**src/rtl/iow_pkg.sv**
```systemverilog
package iow_pkg;

    typedef enum logic [1:0] {LV_PAGE = 2'd0, LV_SEG = 2'd1, LV_RGN = 2'd2} lvl_e;
    typedef enum logic [1:0] {PERM_NONE = 2'b00, PERM_RO = 2'b01, PERM_RW = 2'b11} perm_e;
    typedef enum logic [2:0] {
        ERR_NONE = 3'd0, ERR_ZERO = 3'd1, ERR_LEN = 3'd2,
        ERR_TYPE = 3'd3, ERR_RANGE = 3'd4, ERR_PROT = 3'd5
    } err_e;
    typedef enum logic [1:0] {CK_NEXT, CK_FINAL, CK_STOP} act_e;

    localparam int BIT_INVALID = 10;
    localparam int BIT_PROT    = 9;
    localparam int BIT_FC      = 5;
    localparam logic [1:0] TYPE_RGN = 2'b11;
    localparam logic [1:0] TYPE_SEG = 2'b10;

    function automatic perm_e narrow(input perm_e p, input logic prot);
        if (prot && p != PERM_NONE) return PERM_RO;
        return p;
    endfunction

endpackage

```
**src/rtl/iow_ent_addr.sv**
```systemverilog
module iow_ent_addr
    import iow_pkg::*;
#(
    parameter int PG_SHIFT  = 12,
    parameter int SEG_SHIFT = 20,
    parameter int RGN_SHIFT = 31,
    parameter int PG_IDX_W  = 8,
    parameter int SEG_IDX_W = 11,
    parameter int RGN_IDX_W = 11
) (
    input  logic [63:0] org,
    input  logic [63:0] req_addr,
    input  lvl_e        lvl,
    output logic [63:0] ent_addr
);
    localparam int SH [3] = '{PG_SHIFT, SEG_SHIFT, RGN_SHIFT};
    localparam int IW [3] = '{PG_IDX_W, SEG_IDX_W, RGN_IDX_W};

    logic [63:0] ofs [3];
    logic [63:0] sel;

    for (genvar g = 0; g < 3; g++) begin : g_lvl
        localparam int S = SH[g];
        localparam int W = IW[g];
        assign ofs[g] = {{(61 - W){1'b0}}, req_addr[S +: W], 3'b000};
    end

    always_comb begin
        case (lvl)
            LV_RGN:  sel = ofs[2];
            LV_SEG:  sel = ofs[1];
            default: sel = ofs[0];
        endcase
    end

    assign ent_addr = org + sel;
endmodule

```
**src/rtl/iow_entry_chk.sv**
```systemverilog
module iow_entry_chk
    import iow_pkg::*;
#(
    parameter int PG_SHIFT    = 12,
    parameter int SEG_SHIFT   = 20,
    parameter int SEG_ORG_LSB = 14,
    parameter int PG_ORG_LSB  = 11
) (
    input  logic [63:0] entry,
    input  lvl_e        lvl,
    input  logic [63:0] req_addr,
    output act_e        act,
    output err_e        err,
    output logic [63:0] nxt_org,
    output logic [63:0] frame_addr,
    output logic        prot
);
    always_comb begin
        act        = CK_STOP;
        err        = ERR_NONE;
        nxt_org    = '0;
        frame_addr = '0;
        prot       = entry[BIT_PROT];
        if (entry == '0) begin
            err = ERR_ZERO;
        end else if (entry[BIT_INVALID]) begin
            act = CK_STOP;          // invalid: no permission, no code
        end else begin
            case (lvl)
                LV_RGN: begin
                    if (entry[1:0] != 2'b11 || entry[7:6] != 2'b00) begin
                        err = ERR_LEN;
                    end else if (entry[3:2] != TYPE_RGN || entry[63:SEG_ORG_LSB] == '0) begin
                        err = ERR_TYPE;
                    end else begin
                        act     = CK_NEXT;
                        nxt_org = {entry[63:SEG_ORG_LSB], {SEG_ORG_LSB{1'b0}}};
                    end
                end
                LV_SEG: begin
                    if (entry[3:2] != TYPE_SEG) begin
                        err = ERR_TYPE;
                    end else if (entry[BIT_FC]) begin
                        act        = CK_FINAL;
                        frame_addr = {entry[63:SEG_SHIFT], req_addr[SEG_SHIFT-1:0]};
                    end else if (entry[63:PG_ORG_LSB] == '0) begin
                        err = ERR_TYPE;
                    end else begin
                        act     = CK_NEXT;
                        nxt_org = {entry[63:PG_ORG_LSB], {PG_ORG_LSB{1'b0}}};
                    end
                end
                default: begin
                    if (entry[63:PG_SHIFT] == '0) begin
                        err = ERR_TYPE;
                    end else begin
                        act        = CK_FINAL;
                        frame_addr = {entry[63:PG_SHIFT], req_addr[PG_SHIFT-1:0]};
                    end
                end
            endcase
        end
    end

    // a_zero_r4: an all-zero entry always maps to the zero-entry code
    always_comb begin
        if (entry == '0) a_zero_r4: assert (err == ERR_ZERO && act == CK_STOP);
    end
endmodule

```
**src/rtl/iow_walker.sv**
```systemverilog
module iow_walker
    import iow_pkg::*;
#(
    parameter int PG_SHIFT  = 12,
    parameter int SEG_SHIFT = 20,
    parameter int RGN_SHIFT = 31,
    parameter int PG_IDX_W  = 8,
    parameter int SEG_IDX_W = 11,
    parameter int RGN_IDX_W = 11
) (
    input  logic        clk,
    input  logic        rst_n,
    input  logic        start,
    input  logic [63:0] origin_word,
    input  logic [63:0] req_addr,
    input  logic        req_write,
    input  logic [63:0] win_base,
    input  logic [63:0] win_limit,
    output logic        busy,
    output logic        done,
    output logic [63:0] xlat_addr,
    output logic [5:0]  frame_log2,
    output logic [1:0]  perm,
    output logic [2:0]  err_code,
    output logic        mem_req,
    output logic [63:0] mem_addr,
    input  logic        mem_ready,
    input  logic        mem_rvalid,
    input  logic [63:0] mem_rdata
);
    localparam int RGN_ORG_LSB = RGN_IDX_W + 3;
    localparam int SEG_ORG_LSB = SEG_IDX_W + 3;
    localparam int PG_ORG_LSB  = PG_IDX_W + 3;

    typedef enum logic [1:0] {S_IDLE, S_ISSUE, S_WAIT, S_DONE} st_e;

    typedef struct packed {
        st_e         st;
        lvl_e        lvl;
        logic [63:0] org;
        logic [63:0] addr;
        logic        wr;
        perm_e       perm;
        logic [63:0] xlat;
        logic [5:0]  flog;
        err_e        err;
    } walk_t;

    localparam walk_t WALK_RST = '{
        st: S_IDLE, lvl: LV_RGN, org: '0, addr: '0, wr: 1'b0,
        perm: PERM_NONE, xlat: '0, flog: '0, err: ERR_NONE
    };

    walk_t       walk_d, walk_q;
    act_e        ck_act;
    err_e        ck_err;
    logic [63:0] ck_org, ck_frame;
    logic        ck_prot;
    perm_e       perm_nar;

    iow_ent_addr #(
        .PG_SHIFT(PG_SHIFT), .SEG_SHIFT(SEG_SHIFT), .RGN_SHIFT(RGN_SHIFT),
        .PG_IDX_W(PG_IDX_W), .SEG_IDX_W(SEG_IDX_W), .RGN_IDX_W(RGN_IDX_W)
    ) u_addr (
        .org(walk_q.org), .req_addr(walk_q.addr), .lvl(walk_q.lvl), .ent_addr(mem_addr)
    );

    iow_entry_chk #(
        .PG_SHIFT(PG_SHIFT), .SEG_SHIFT(SEG_SHIFT),
        .SEG_ORG_LSB(SEG_ORG_LSB), .PG_ORG_LSB(PG_ORG_LSB)
    ) u_chk (
        .entry(mem_rdata), .lvl(walk_q.lvl), .req_addr(walk_q.addr),
        .act(ck_act), .err(ck_err), .nxt_org(ck_org), .frame_addr(ck_frame), .prot(ck_prot)
    );

    function automatic logic [5:0] flog_of(input lvl_e l);
        case (l)
            LV_RGN:  return 6'(RGN_SHIFT);
            LV_SEG:  return 6'(SEG_SHIFT);
            default: return 6'(PG_SHIFT);
        endcase
    endfunction

    assign perm_nar = narrow(walk_q.perm, ck_prot);

    always_comb begin
        walk_d = walk_q;
        case (walk_q.st)
            S_IDLE: begin
                if (start) begin
                    walk_d.addr = req_addr;
                    walk_d.wr   = req_write;
                    walk_d.xlat = '0;
                    if (req_addr < win_base || req_addr > win_limit) begin
                        walk_d.st   = S_DONE;
                        walk_d.err  = ERR_RANGE;
                        walk_d.perm = PERM_NONE;
                        walk_d.flog = 6'(PG_SHIFT);
                    end else begin
                        walk_d.st   = S_ISSUE;
                        walk_d.lvl  = LV_RGN;
                        walk_d.org  = {origin_word[63:RGN_ORG_LSB], {RGN_ORG_LSB{1'b0}}};
                        walk_d.perm = origin_word[BIT_PROT] ? PERM_RO : PERM_RW;
                        walk_d.err  = ERR_NONE;
                        walk_d.flog = 6'(RGN_SHIFT);
                    end
                end
            end
            S_ISSUE: begin
                if (mem_ready) walk_d.st = S_WAIT;
            end
            S_WAIT: begin
                if (mem_rvalid) begin
                    walk_d.flog = flog_of(walk_q.lvl);
                    case (ck_act)
                        CK_NEXT: begin
                            walk_d.org  = ck_org;
                            walk_d.lvl  = (walk_q.lvl == LV_RGN) ? LV_SEG : LV_PAGE;
                            walk_d.perm = perm_nar;
                            walk_d.st   = S_ISSUE;
                        end
                        CK_FINAL: begin
                            walk_d.xlat = ck_frame;
                            walk_d.perm = perm_nar;
                            walk_d.err  = (walk_q.wr && perm_nar != PERM_RW) ? ERR_PROT : ERR_NONE;
                            walk_d.st   = S_DONE;
                        end
                        default: begin
                            walk_d.perm = PERM_NONE;
                            walk_d.err  = ck_err;
                            walk_d.st   = S_DONE;
                        end
                    endcase
                end
            end
            default: walk_d.st = S_IDLE;
        endcase
    end

    always_ff @(posedge clk or negedge rst_n) begin
        if (!rst_n) walk_q <= WALK_RST;
        else        walk_q <= walk_d;
    end

    assign busy       = walk_q.st != S_IDLE;
    assign done       = walk_q.st == S_DONE;
    assign mem_req    = walk_q.st == S_ISSUE;
    assign xlat_addr  = walk_q.xlat;
    assign frame_log2 = walk_q.flog;
    assign perm       = walk_q.perm;
    assign err_code   = walk_q.err;

    p_req_hold_r2: assert property (@(posedge clk) disable iff (!rst_n)
        (mem_req && !mem_ready) |=> (mem_req && $stable(mem_addr)));

    p_range_r11: assert property (@(posedge clk) disable iff (!rst_n)
        (!busy && start && (req_addr < win_base || req_addr > win_limit))
        |=> (done && err_code == ERR_RANGE));

    p_fail_noperm_r4: assert property (@(posedge clk) disable iff (!rst_n)
        (done && err_code != ERR_NONE && err_code != ERR_PROT) |-> (perm == PERM_NONE));

    p_prot_ro_r12: assert property (@(posedge clk) disable iff (!rst_n)
        (done && err_code == ERR_PROT) |-> (perm == PERM_RO));

    p_perm_legal_r8: assert property (@(posedge clk) disable iff (!rst_n)
        done |-> (perm != 2'b10));

    p_done_pulse_r13: assert property (@(posedge clk) disable iff (!rst_n)
        done |=> !done);
endmodule

```
**config.mk**
```make
export PLATFORM = sky130hd
export DESIGN_NAME = iow_walker
export DESIGN_NICKNAME = d
export VERILOG_FILES = /design/src/rtl/iow_pkg.sv /design/src/rtl/iow_ent_addr.sv /design/src/rtl/iow_entry_chk.sv /design/src/rtl/iow_walker.sv
export SDC_FILE = /design/constraint.sdc
export NUM_CORES = 1
export LEC_CHECK = 0
export BUFFER_PORTS_ARGS = -buffer_cell sky130_fd_sc_hd__buf_4
export CAP_MARGIN = 10
export CORE_ASPECT_RATIO = 0.9
export CORE_MARGIN = 2
export CORE_UTILIZATION = 40
export CTS_CLUSTER_SIZE = 25
export DETAILED_ROUTE_END_ITERATION = 8
export GPL_TIMING_DRIVEN = 0
export PLACE_DENSITY = 0.67
export SYNTH_ARGS = -nofsm -noshare
export SYNTH_HDL_FRONTEND = slang
export SYNTH_SLANG_ARGS = --single-unit
```
**constraint.sdc**
```tcl
create_clock -name clk -period 6.3 [get_ports clk]
set_clock_uncertainty 0.15 [all_clocks]
set_input_delay 0.63 -clock clk [delete_from_list [all_inputs] [get_ports clk]]
set_output_delay 0.63 -clock clk [all_outputs]
set_load 0.02 [all_outputs]
```
==> results_dict.tcl <==
set metrics [dict create \
    tightestPinTransition_ns 0.900 \
    start_util_pct 40.5 \
    placementRows 61 \
    r2r.worst_path.cells 11 \
    ctsHoldBuffers 0 \
    gr-total-overflow 0 \
    drt-pass1-iter-count 5 \
    ys_top_cells_by_area "dfrtp_1 (35%), ha_1 (13%), a22o_1 (7.2%)" \
    maxCapViolCount 0 \
    antenna_cells 0 \
    post_cts_buffers 0 \
    cts_sinks 173 \
    fin_nets 2291 \
    clk_pin_slew_ns 0.07 \
    slew_headroom_pct 39.6 \
    cts_tree "yes" \
    gp_congestion 0.904 \
    synthFlopType "dfrtp_1" \
    drt_wl_total_um 42800 \
    drive_gt1_share_pct 34.2 \
    core_sq_mm 0.0308 \
    fillers 2851 \
    cts_buffers 17 \
    critPathMaxFanout 10 \
    min_path_type "input port to async pin" \
    drv_slew 0 \
    cts.path.max_buffers 2 \
    critPathKind "register to output pin" \
    grt_max_degree 96 \
    status "complete, no violations" \
    detail_route.vias_per_cell 5.18 \
    cts-root-buf "clkbuf_16" \
    use_met3_pct 6.51 \
    vias 11692 \
    synth-edff-count 0 \
    yosysWarningCount 0 \
    reg2reg_from "walk_q[205]$_DFFE_PN1P_" \
    cts_resized 0 \
    cts.htree.levels 4 \
    r2r_setup_slack_ns 2.62 \
    cp_slowest_cell "dfstp_2" \
    dpl.hpwl_um 35700 \
    drc 0 \
    syn_inst 1360 \
    peakVddDrop_mv 0.268 \
    first_global_vias 11758 \
    cp_data_required_time_ns 5.52 \
    final_area_sq_mm 0.0170 \
    track_usage_pct 25.9 \
    grt_pass1_wl_um 64500 \
    endpoint_kind "output pin" \
    synth_top_area_cell "dfrtp_1" \
    finalHoldViolCount 0 \
    startpoint_type "register" \
    min_period_over_period_pct 91.3 \
    drt-initial-drc-count 615 \
    io_buffer_count 450 \
    insertion_delay_ns 0.44 \
    area_growth_pct 36.4 \
    top_usage_layer "met2" \
    ant_nets 0 \
    whs_ns 0.00964 \
    cp_cell_sequence "ha_1, clkbuf_1, clkbuf_1, a22oi_1, nor2_1, ha_1, a21oi_1, nor2b_1, o2111a_1, nand3_1, nor4_2, nand3_1, nor3_1, xor2_1, buf_4" \
    dieArea_sq_mm 0.0326 \
    synth.top_cell.area_share_pct 34.6 \
    yosysSeqAreaShare_pct 34.8 \
    rsz0062_at_grt "no" \
    synth_seq_cells 173 \
    worst_r2r_endpoint "xlat_addr[37]$_DFFE_PN0P_" \
    async_reset_ff_share_pct 100 \
    fmax_mhz 174 \
    die_y_um 171 \
    setup_violations 0 \
    final_cell_mix "buf_4 (527), nand2_1 (219), dfrtp_1 (172)" \
    syn_area_sq_mm 0.0125 \
    p_per_area_mw_per_mm2 342 \
    synth_area_per_cell_sq_um 9.16 \
    place_area_sq_mm 0.0164 \
    period_needed_ns 5.75 \
    wl_per_cell_um 19.0 \
    ys_types 61 \
    power_leakage_nw 9.10 \
    grt_use_met2_pct 45.5 \
    crit_family "simple AND/OR/NAND/NOR gates" \
    tns_ns 0 \
    pin_count 468 \
    max_stage_delay_ns 0.55 \
    antenna_found_initial 0 \
    dieWidth_um 190 \
    final_common_cell "buf_4" \
    critPathBufInv 3 \
    gr-usage-met1_pct 30.8 \
    cp.arrival_ns 4.97 \
]
-- worst max-delay path by stage --
stage,slack [ns],startpoint,to,depth (start not counted)
2_1_floorplan,1.97,walk_q[204]$_DFFE_PN0P_,mem_addr[62],14
3_3_place_gp,0.88,walk_q[205]$_DFFE_PN1P_,mem_addr[63],15
3_5_place_dp,0.85,walk_q[205]$_DFFE_PN1P_,mem_addr[63],15
4_1_cts,0.35,walk_q[205]$_DFFE_PN1P_,mem_addr[63],15
5_1_grt,0.07,walk_q[205]$_DFFE_PN1P_,mem_addr[63],15
6_report,0.55,walk_q[205]$_DFFE_PN1P_,mem_addr[63],15
-- worst register-to-register path, delay by kind of cell, from the launching register on --
family	cells	cell delay, ns
simple gates	2	0.85
buf+inv	4	0.99
compound gates	4	0.85
flops	1	0.55
fa+ha+maj	1	0.22
-- flip-flops by register name, indices dropped and copies added, names as in the netlist --
name        flops
err_code        3
frame_log2      4
perm            2
xlat_addr      64
walk_q        100
-- cell usage after synthesis (4+ instances only) --
cell type  count
nor2_1        32
a31oi_1        6
nor2b_1        4
o21ai_0       36
inv_1        143
nand2b_1       9
o22ai_1        6
nand3_1       25
nor3_1        21
o31ai_1        9
nor4_1        21
a22o_1       102
o211ai_1       4
a22oi_1       22
buf_2          6
a21oi_1       59
nand4_1       30
nand2_1      219
and4_1        11
dfrtp_1      172
a211oi_1      10
ha_1         132
xor2_1        17
and2_1         6
mux2_4        45
a21o_1         8
xnor2_1       34
clkbuf_1      36
buf_6          5
buf_4         78
and3_1         7
-- report_power, final --
part	switching, mW	total, mW	internal [mW]
Clock	0.513	1.05	0.539
Sequential	0.346	1.84	1.50
Combinational	1.59	2.92	1.34
-- layer usage --
layer	routed length (um)	part of all wire [%]	up-vias
met2	20800	49	441
li1	-	-	5653
met1	17300	40	5531
met5	0	0	-
met3	3220	7.5	67
met4	1460	3.4	0
-- per-stage QoR --
| stage | util [%] | total power [mW] | std cells | setup slack [ns] |
|---|---|---|---|---|
| 3_3_place_gp | 53.2 | 4.73 | 2222 | 0.880 |
| 6_report | 55.2 | 5.82 | 2255 | 0.548 |
| 2_1_floorplan | - | 3.55 | 1363 | 1.97 |
| 3_5_place_dp | 53.3 | 4.78 | 2223 | 0.854 |
| 4_1_cts | 55.2 | 5.85 | 2255 | 0.350 |
| 5_1_grt | 55.2 | 6.18 | 2255 | 0.0697 |
-- area by class of cell --
cell class,instances,area [sq um],area share [%]
Inverter,143,537,3.16
Clock inverter,14,151,0.891
Buffer,126,811,4.77
Clock buffer,18,439,2.59
Multi-Input combinational cell,921,6790,40.0
Sequential cell,173,4330,25.5
Timing Repair Buffer,451,3410,20.1
Tap cell,409,512,3.01
-- kinds of logic after synthesis --
logic type,synth area share (%)
AND/OR/NAND/NOR,14.9
AO/OA/AOI/OAI,16.7
buffers and inverters,10.8
flip-flops,34.8
adder cells (fa/ha/maj),13.3
XOR/XNOR,3.59
multiplexers,5.94
other,0.0301
Power figures use the tool's default switching activity.
